**config.mk**
```make
export PLATFORM = sky130hd
export DESIGN_NAME = wfp_top
export DESIGN_NICKNAME = d
export VERILOG_FILES = /design/src/rtl/wfp_pkg.sv /design/src/rtl/wfp_fifo.sv /design/src/rtl/wfp_ctrl.sv /design/src/rtl/wfp_top.sv
export SDC_FILE = /design/constraint.sdc
export NUM_CORES = 1
export LEC_CHECK = 0
export ABC_CLOCK_PERIOD_IN_PS = 6700
export BUFFER_PORTS_ARGS = -buffer_cell sky130_fd_sc_hd__buf_2
export CAP_MARGIN = 20
export CORE_MARGIN = 5
export CORE_UTILIZATION = 40
export CTS_BUF_LIST = sky130_fd_sc_hd__clkbuf_16
export CTS_CLUSTER_SIZE = 12
export DETAILED_ROUTE_END_ITERATION = 10
export GPL_ROUTABILITY_DRIVEN = 0
export GPL_TIMING_DRIVEN = 0
export PLACE_DENSITY = 0.68
export SYNTH_ARGS = -nofsm -noshare
export SYNTH_HDL_FRONTEND = slang
export SYNTH_HIERARCHICAL = 1
export SYNTH_SLANG_ARGS = --single-unit
```
**constraint.sdc**
```tcl
create_clock -name clk -period 6.7 [get_ports clk]
set_input_delay 0.335 -clock clk [delete_from_list [all_inputs] [get_ports clk]]
set_output_delay 0.335 -clock clk [all_outputs]
set_load 0.005 [all_outputs]
```
**src/rtl/wfp_pkg.sv**
```systemverilog
package wfp_pkg;
    localparam int WORD_W      = 32;
    localparam int RXFL_BIT    = 0;
    localparam int TXFL_BIT    = 1;
    localparam int RXTRIG_LSB  = 4;
    localparam int TXTRIG_LSB  = 16;
    localparam int STAT_RX_LSB = 0;
    localparam int STAT_TX_LSB = 16;
    localparam int STAT_FLD_W  = 8;
    typedef logic [WORD_W-1:0] word_t;
endpackage

```
**src/rtl/wfp_fifo.sv**
```systemverilog
module wfp_fifo
    import wfp_pkg::*;
#(
    parameter int DEPTH        = 8,
    parameter bit ERR_ON_WRITE = 1'b1,
    localparam int PW = (DEPTH > 1) ? $clog2(DEPTH) : 1,
    localparam int CW = $clog2(DEPTH + 1)
) (
    input  logic          clk,
    input  logic          rst_n,
    input  logic          flush,
    input  logic          wr_en,
    input  word_t         wr_data,
    input  logic          rd_en,
    output word_t         rd_data,
    output logic [CW-1:0] count,
    output logic          err
);
    typedef struct packed {
        logic [PW-1:0] wp;
        logic [PW-1:0] rp;
        logic [CW-1:0] cnt;
        logic          err;
    } fifo_st_t;

    fifo_st_t st_d, st_q;
    word_t    mem [DEPTH];
    logic     wr_ok, rd_ok, bad_op;

    assign wr_ok = wr_en && (st_q.cnt != CW'(DEPTH)) && !flush;
    assign rd_ok = rd_en && (st_q.cnt != '0) && !flush;

    generate
        if (ERR_ON_WRITE) begin : g_err_wr
            assign bad_op = wr_en && (st_q.cnt == CW'(DEPTH));
        end else begin : g_err_rd
            assign bad_op = rd_en && (st_q.cnt == '0);
        end
    endgenerate

    always_comb begin
        st_d = st_q;
        if (wr_ok) begin
            st_d.wp = (st_q.wp == PW'(DEPTH - 1)) ? '0 : st_q.wp + 1'b1;
        end
        if (rd_ok) begin
            st_d.rp = (st_q.rp == PW'(DEPTH - 1)) ? '0 : st_q.rp + 1'b1;
        end
        st_d.cnt = st_q.cnt + CW'(wr_ok) - CW'(rd_ok);
        if (bad_op) begin
            st_d.err = 1'b1;
        end
        if (flush) begin
            st_d = '0;
        end
    end

    always_ff @(posedge clk or negedge rst_n) begin
        if (!rst_n) begin
            st_q <= '0;
        end else begin
            st_q <= st_d;
        end
    end

    always_ff @(posedge clk) begin
        if (wr_ok) begin
            mem[st_q.wp] <= wr_data;
        end
    end

    assign rd_data = (st_q.cnt != '0) ? mem[st_q.rp] : '0;
    assign count   = st_q.cnt;
    assign err     = st_q.err;
endmodule

```
**src/rtl/wfp_ctrl.sv**
```systemverilog
module wfp_ctrl
    import wfp_pkg::*;
#(
    parameter int DEPTH = 8,
    localparam int CW = $clog2(DEPTH + 1),
    localparam int TW = (DEPTH > 1) ? $clog2(DEPTH) : 1
) (
    input  logic          clk,
    input  logic          rst_n,
    input  logic          cfg_wr,
    input  word_t         cfg_wdata,
    input  logic [CW-1:0] tx_cnt,
    input  logic [CW-1:0] rx_cnt,
    output logic          flush_tx,
    output logic          flush_rx,
    output word_t         cfg_rdata,
    output word_t         stat_word,
    output logic          tx_req,
    output logic          rx_req
);
    typedef struct packed {
        logic [TW-1:0] tx_trig;
        logic [TW-1:0] rx_trig;
        logic          fl_tx;
        logic          fl_rx;
    } ctrl_st_t;

    ctrl_st_t      st_d, st_q;
    logic [CW-1:0] tx_free;
    logic          unused_wbits;

    assign unused_wbits = &{1'b0, cfg_wdata};

    always_comb begin
        st_d       = st_q;
        st_d.fl_tx = cfg_wr && cfg_wdata[TXFL_BIT];
        st_d.fl_rx = cfg_wr && cfg_wdata[RXFL_BIT];
        if (cfg_wr) begin
            st_d.tx_trig = cfg_wdata[TXTRIG_LSB +: TW];
            st_d.rx_trig = cfg_wdata[RXTRIG_LSB +: TW];
        end
    end

    always_ff @(posedge clk or negedge rst_n) begin
        if (!rst_n) begin
            st_q.tx_trig <= TW'(DEPTH - 1);
            st_q.rx_trig <= '0;
            st_q.fl_tx   <= 1'b0;
            st_q.fl_rx   <= 1'b0;
        end else begin
            st_q <= st_d;
        end
    end

    assign tx_free = CW'(DEPTH) - tx_cnt;
    assign tx_req  = ((CW+1)'(tx_free) >= (CW+1)'(st_q.tx_trig) + 1'b1);
    assign rx_req  = ((CW+1)'(rx_cnt)  >= (CW+1)'(st_q.rx_trig) + 1'b1);

    always_comb begin
        cfg_rdata                       = '0;
        cfg_rdata[TXFL_BIT]             = st_q.fl_tx;
        cfg_rdata[RXFL_BIT]             = st_q.fl_rx;
        cfg_rdata[TXTRIG_LSB +: TW]     = st_q.tx_trig;
        cfg_rdata[RXTRIG_LSB +: TW]     = st_q.rx_trig;
        stat_word                       = '0;
        stat_word[STAT_TX_LSB +: STAT_FLD_W] = STAT_FLD_W'(tx_free);
        stat_word[STAT_RX_LSB +: STAT_FLD_W] = STAT_FLD_W'(rx_cnt);
    end

    assign flush_tx = st_q.fl_tx;
    assign flush_rx = st_q.fl_rx;
endmodule

```
**src/rtl/wfp_top.sv**
```systemverilog
module wfp_top
    import wfp_pkg::*;
#(
    parameter int DEPTH = 8
) (
    input  logic        clk,
    input  logic        rst_n,
    input  logic        sw_tx_push,
    input  logic [31:0] sw_tx_data,
    input  logic        sw_rx_pop,
    output logic [31:0] sw_rx_data,
    input  logic        cfg_wr,
    input  logic [31:0] cfg_wdata,
    output logic [31:0] cfg_rdata,
    output logic [31:0] stat_word,
    output logic        tx_req,
    output logic        rx_req,
    output logic        tx_ovf,
    output logic        rx_unf,
    input  logic        eng_tx_pop,
    output logic [31:0] eng_tx_data,
    output logic        eng_tx_avail,
    input  logic        eng_rx_push,
    input  logic [31:0] eng_rx_data,
    output logic        eng_rx_ready
);
    localparam int CW = $clog2(DEPTH + 1);

    logic [CW-1:0] tx_cnt, rx_cnt;
    logic          flush_tx, flush_rx;

    wfp_fifo #(.DEPTH(DEPTH), .ERR_ON_WRITE(1'b1)) u_txq (
        .clk(clk), .rst_n(rst_n), .flush(flush_tx),
        .wr_en(sw_tx_push), .wr_data(sw_tx_data),
        .rd_en(eng_tx_pop), .rd_data(eng_tx_data),
        .count(tx_cnt), .err(tx_ovf)
    );

    wfp_fifo #(.DEPTH(DEPTH), .ERR_ON_WRITE(1'b0)) u_rxq (
        .clk(clk), .rst_n(rst_n), .flush(flush_rx),
        .wr_en(eng_rx_push), .wr_data(eng_rx_data),
        .rd_en(sw_rx_pop), .rd_data(sw_rx_data),
        .count(rx_cnt), .err(rx_unf)
    );

    wfp_ctrl #(.DEPTH(DEPTH)) u_ctrl (
        .clk(clk), .rst_n(rst_n), .cfg_wr(cfg_wr), .cfg_wdata(cfg_wdata),
        .tx_cnt(tx_cnt), .rx_cnt(rx_cnt),
        .flush_tx(flush_tx), .flush_rx(flush_rx),
        .cfg_rdata(cfg_rdata), .stat_word(stat_word),
        .tx_req(tx_req), .rx_req(rx_req)
    );

    assign eng_tx_avail = (tx_cnt != '0);
    assign eng_rx_ready = (rx_cnt != CW'(DEPTH));
endmodule

```
# [After elaboration in Yosys (flattened, before gate mapping)]
# Memory sizes are Yosys's and may differ from the RTL's.
# Cells that the tools add are included.
[word_totals] regBits=30 output_inout_bits=134 mem_count=2 input_bits=103 ram_bits=512 word_cells=75
[memory_table] name="u_rxq.mem" words=8 word_bits=32 read_ports=1 rd_ports_with_merged_regs=0 write_ports=1 line_no="wfp_fifo.sv:27" source="word_t mem [DEPTH];"
[memory_table] name="u_txq.mem" words=8 word_bits=32 read_ports=1 rd_ports_with_merged_regs=0 write_ports=1 line_no="wfp_fifo.sv:27"
[classes] n_mux=18 n_reduce_logical=23 magnitude_cmp=2 n_addsub=11 eq_ne=7
[op_table] cell="32-bit two-way mux" count=2
[op_table] cell="3-bit two-way mux" count=8
[op_table] cell="11-bit two-way mux" count=2
[op_table] cell="3-bit by 1-bit adder with 3-bit output (second input constant)" count=4
[op_table] cell="3-bit equality test (second input constant)" count=4
[op_table] cell="1-bit logical AND" count=12
[op_table] cell="2-bit nonzero test" count=6
[op_table] cell="3-bit by 1-bit adder with 4-bit output (second input constant)" count=2
[op_table] cell="4-bit by 1-bit adder with 4-bit output" count=2
[op_table] cell="4-bit inequality test (second input constant)" count=2
[op_table] cell="4-bit nonzero test" count=2
[op_table] cell="4-bit by 1-bit subtractor with 4-bit output" count=2
[op_table] cell="1-bit two-way mux" count=6
[op_table] cell="4-bit by 5-bit greater-or-equal comparator with 1-bit output" count=1
[op_table] cell="4-bit equality test (second input constant)" count=1
[op_table] cell="4-bit greater-or-equal comparator" count=1
[op_table] cell="4-bit logical NOT" count=1
[op_table] cell="4-bit subtractor (first input constant)" count=1
[op_table] cell="1-bit logical NOT" count=2

# [Longest topological paths before layout]
[depth] ltp_word=6 depth_mapped=11 mapped_depth_nobuf=10

# [Modules after synthesis]
# Netlist, hierarchy kept.
[by_module_without_submodules] module="wfp_fifo" area_per_inst_um2=10338.7 cells_each=457 n_inst=2
[by_module_without_submodules] module="wfp_ctrl" area_per_inst_um2=1024.7 cells_each=110 n_inst=1
[by_module_without_submodules] module="wfp_top" area_per_inst_um2=17.5 cells_each=2 n_inst=1

# [Worst setup path after synthesis]
# No wires, ideal clock.
[synth_timing] path_type="register -> register" startpoint="register u_txq.st_q, in the netlist u_txq/count[2]" endpoint="memory u_txq/mem[0][0] in the netlist's numbering, enable pin" path_stages_with_launch=7 period_less_slack_ns=4.756 t_arrival_ns=4.255 path_buffers=1 required_ns=6.199 setup_slack_ns=1.944 cell_sequence="dfrtp_1 > inv_1 > ha_1 > nor3b_1 > or3_1 > clkbuf_1 > nor4_1"
[synth_between] elab_chain_len=5
[synth_lines] element="from (decl)" line_no="wfp_fifo.sv:26" source="fifo_st_t st_d, st_q;"
[synth_lines] element="from (signal assigned)" line_no="wfp_fifo.sv:62" source="st_q <= st_d;"
[synth_lines] element="4-bit inequality test" line_no="wfp_fifo.sv:30" source="assign wr_ok = wr_en && (st_q.cnt != CW'(DEPTH)) && !flush;"
[synth_lines] element="1-bit logical AND (2 in series)" line_no="wfp_fifo.sv:30"
[synth_lines] element="1-bit two-way mux" line_no="wfp_fifo.sv:67" source="if (wr_ok) begin"
[synth_lines] element="1-bit two-way mux (implied by the code)" line_no="wfp_fifo.sv:68" source="mem[st_q.wp] <= wr_data;"
[synth_lines] element="to (decl)" line_no="wfp_fifo.sv:27"
# Every way passes these cells.

# [Worst setup path in the final report]
[layout_timing] startpoint="register u_txq.st_q, in the netlist u_txq/count[2]" endpoint="output eng_tx_data[30]"
[layout_between] elab_chain_len=2
[layout_lines] element="4-bit nonzero test" line_no="wfp_fifo.sv:72" source="assign rd_data = (st_q.cnt != '0) ? mem[st_q.rp] : '0;"
[layout_lines] element="32-bit two-way mux" line_no="wfp_fifo.sv:72"
[layout_lines] element="to (decl)" line_no="wfp_top.sv:21" source="output logic [31:0] eng_tx_data,"
# Every way passes these cells.

==> impl_metrics.env <==
export IMPL_synth_seq_area_share_pct=74.26
export IMPL_cp_max_fo=10
export IMPL_crit_chain="inv_1 > ha_1 > nor3b_2 > nor2_1 > clkbuf_1 > a22o_1 > buf_2"
export IMPL_clk_latency_ps=610
export IMPL_worstMarginPinSlew_ps=991.0
export IMPL_setup_violations=0
export IMPL_start_util_pct=40.36
export IMPL_htree_levels=2
export IMPL_fmax_mhz=304.3
export IMPL_reg2reg_setup_slack_ps=3740
export IMPL_synth_avg_cell_area_sq_um=21.17
export IMPL_rows=85
export IMPL_grt_pass1_vias=11740
export IMPL_hold_path_class="in -> reg"
export IMPL_drt_first_pass_iters=5
export IMPL_maxCapViolations=0
export IMPL_crit_arrival_ps=2950
export IMPL_synthFlopType="edfxtp_1"
export IMPL_yosysWarningCount=6
export IMPL_n_fill_cell=4340
export IMPL_rsz0062_at_grt="false"
export IMPL_cts_made_buffers=55
export IMPL_core_area_sq_um=53810
export IMPL_chipHeight_um=243.0
export IMPL_post_cts_buffers=0
export IMPL_final_util_pct=49.44
export IMPL_routed_wl_mm=45.88
export IMPL_min_period_over_period_pct=49.05
export IMPL_multiInputGateArea_sq_um=4986
export IMPL_final_hold_violation_count=0
export IMPL_dpl_cell_area_sq_um=24200
export IMPL_irDropWorstVdd_mv=0.2914
export IMPL_die_area_sq_um=59060
export IMPL_drv_slew=0
export IMPL_fin_crit_ps=3286
export IMPL_cts_tree="done"
export IMPL_critPathTopFamily="buffers and inverters"
export IMPL_syn_inst=1026
export IMPL_drive_gt1_share_pct=36.60
export IMPL_slowest_delay_ps=590
export IMPL_start_kind="flop"
export IMPL_path_class="reg -> out"
export IMPL_seqCellArea_sq_um=16130
export IMPL_antenna_found_initial=5
export IMPL_total_power_uw=10290
export IMPL_final_area_sq_um=26610
export IMPL_grt_max_degree=31
export IMPL_wl_per_cell_um=21.45
export IMPL_worst_path_buf_inv=3
export IMPL_grt_pass1_wl_mm=71.35
export IMPL_cp_required_ps=6360
export IMPL_ios=237
export IMPL_leakagePower_uw=0.009491
export IMPL_cts_sinks=542
export IMPL_dp_slack_ps=3783
export IMPL_crit_path_end_kind="primary output"
export IMPL_final_nets=1544
export IMPL_die_w_um=243.0
export IMPL_timing_final_ws_setup_ps=3414
export IMPL_syn_cell_area_sq_um=21720
export IMPL_cts_root_buf="clkbuf_16"
export IMPL_cts_resized=0
export IMPL_grt_use_total_pct=15.50
export IMPL_gr_total_overflow=0
export IMPL_status="completed"
export IMPL_vias=11060
export IMPL_synthToLayoutAreaGrowth_pct=22.50
export IMPL_timing_setup_tns_ps=0
export IMPL_ys_ff_latch=542
export IMPL_netlist_cell_type_count=41
export IMPL_relSlewSlack_pct=33.57
export IMPL_max_clock_path_buffers=3
export IMPL_skew_ps=23.50
export IMPL_ys_async_sr_fraction_pct=5.535
export IMPL_io_buffers=163
export IMPL_detailed_place_hpwl_mm=30.28
export IMPL_route_detailed_drc=0
export IMPL_synth_edf_count=512
export IMPL_clkSlewWorstSetupHoldPaths_ps=60
export IMPL_crit_path_top_delay_cell="clkbuf_1"
export IMPL_power_density_nw_per_um2=386.6
export IMPL_final_antenna_net_count=0
export IMPL_viasPerCell=5.172
export IMPL_first_iter_violations=789
per-stage QoR:
stage,cells,hold slack [ps]
after floorplan,1073,39.41
after CTS,2136,1.975
final,2139,39.76
after global placement,1932,453.6
after detailed placement,1973,457.7
after global routing,2139,16.09
state kept, by name (all words and copies together) (netlist names):
signal and cells:
u_rxq/mem 256, u_txq/mem 256, u_ctrl/cfg_rdata 6, u_rxq/st_q 6
u_txq/st_q 6, u_rxq/count 4, u_txq/count 4, u_ctrl/flush_rx 1
u_ctrl/flush_tx 1, u_rxq/err 1, u_txq/err 1
cells by family after synthesis:
group	count (synthesis)	share of synthesized area [%]
xor+xnor	6	0.2419
flops	542	74.26
compound gates	98	3.595
mux	134	13.58
simple gates	81	2.287
fa+ha+maj	33	1.970
buf+inv	131	4.044
other cells	1	0.01727
layer usage:
layer,GRT usage (%),wire [um],vias up
li1,-,-,4898
met1,20.81,19150,5746
met2,26.24,23200,355
met3,2.849,2663,60
met4,4.339,841,4
met5,0,29,-
cell type report:
type	count	share of cell area [%]
Antenna cell	3	0.02822
Buffer	110	3.005
Clock buffer	56	5.267
Clock inverter	33	0.9688
Inverter	21	0.2963
Multi-Input combinational cell	400	18.74
Sequential cell	542	60.62
Tap cell	696	3.273
Timing Repair Buffer	278	7.797
final timing paths:
path	cells after the start	from	end
max	7	u_txq/count[2]$_DFF_PN0_	eng_tx_data[30]
min	1	eng_rx_data[28]	u_rxq/mem[7][28]$_DFFE_PP_
max reg2reg	9	u_rxq/count[2]$_DFF_PN0_	u_rxq/mem[0][15]$_DFFE_PP_
min reg2reg	2	u_txq/err$_DFFE_PN0P_	u_txq/err$_DFFE_PN0P_
max in group asynchronous	2	rst_n	u_ctrl/cfg_rdata[6]$_DFFE_PN0P_
min in group asynchronous	2	rst_n	u_txq/err$_DFFE_PN0P_
cells in the final DEF, fill, tap and decap left out, types with 7 or more instances in the layout:
master         synthesis  layout
a21oi_1               16      16
a22o_1                64      64
buf_2                 12     175
buf_4                 69      79
buf_6                  6      26
buf_8                  6      11
clkbuf_1              16      16
clkbuf_16              0      56
clkinv_1               0       9
conb_1                 1      48
dfrtp_1               27      27
dlygate4sd3_1          0      74
edfxtp_1             512     512
ha_1                  31      31
inv_1                 19      36
mux4_2               128     128
nand3_1                8       8
nor2_1                16      10
nor3_1                15       7
nor3_2                 0       8
o21ai_0               14      14
Yosys cell counts (3+ instances only):
cell type | n | share of area, %
buf_6 | 6 | 0.31
nor3_1 | 15 | 0.35
buf_2 | 12 | 0.28
nand2_1 | 4 | 0.069
a22o_1 | 64 | 2.6
nor2b_1 | 6 | 0.17
mux2_2 | 6 | 0.31
buf_4 | 69 | 2.4
a21oi_1 | 16 | 0.37
dfrtp_1 | 27 | 3.1
mux4_2 | 128 | 13
nand4b_1 | 4 | 0.16
nand3_1 | 8 | 0.18
clkbuf_1 | 16 | 0.28
inv_1 | 19 | 0.33
ha_1 | 31 | 1.8
or3_1 | 3 | 0.086
o21ai_0 | 14 | 0.32
buf_8 | 6 | 0.41
nor2_1 | 16 | 0.28
edfxtp_1 | 512 | 71
dfstp_2 | 3 | 0.36
nand2b_1 | 4 | 0.12
or4_1 | 4 | 0.14
xnor2_1 | 5 | 0.20
power by group:
group	switching, uW	internal, uW	leakage, uW	total [uW]
sequential	141	4050	0.00501	4190
clock	1220	1620	0.000869	2840
combinational	1630	1620	0.00361	3250
what timing repair did:
item                                    CTS  global route
hold buffers                             74             0
hold endpoints to repair                530             0
endpoints found under the setup margin    0             0
No activity file was read; power rests on OpenSTA's default activity.
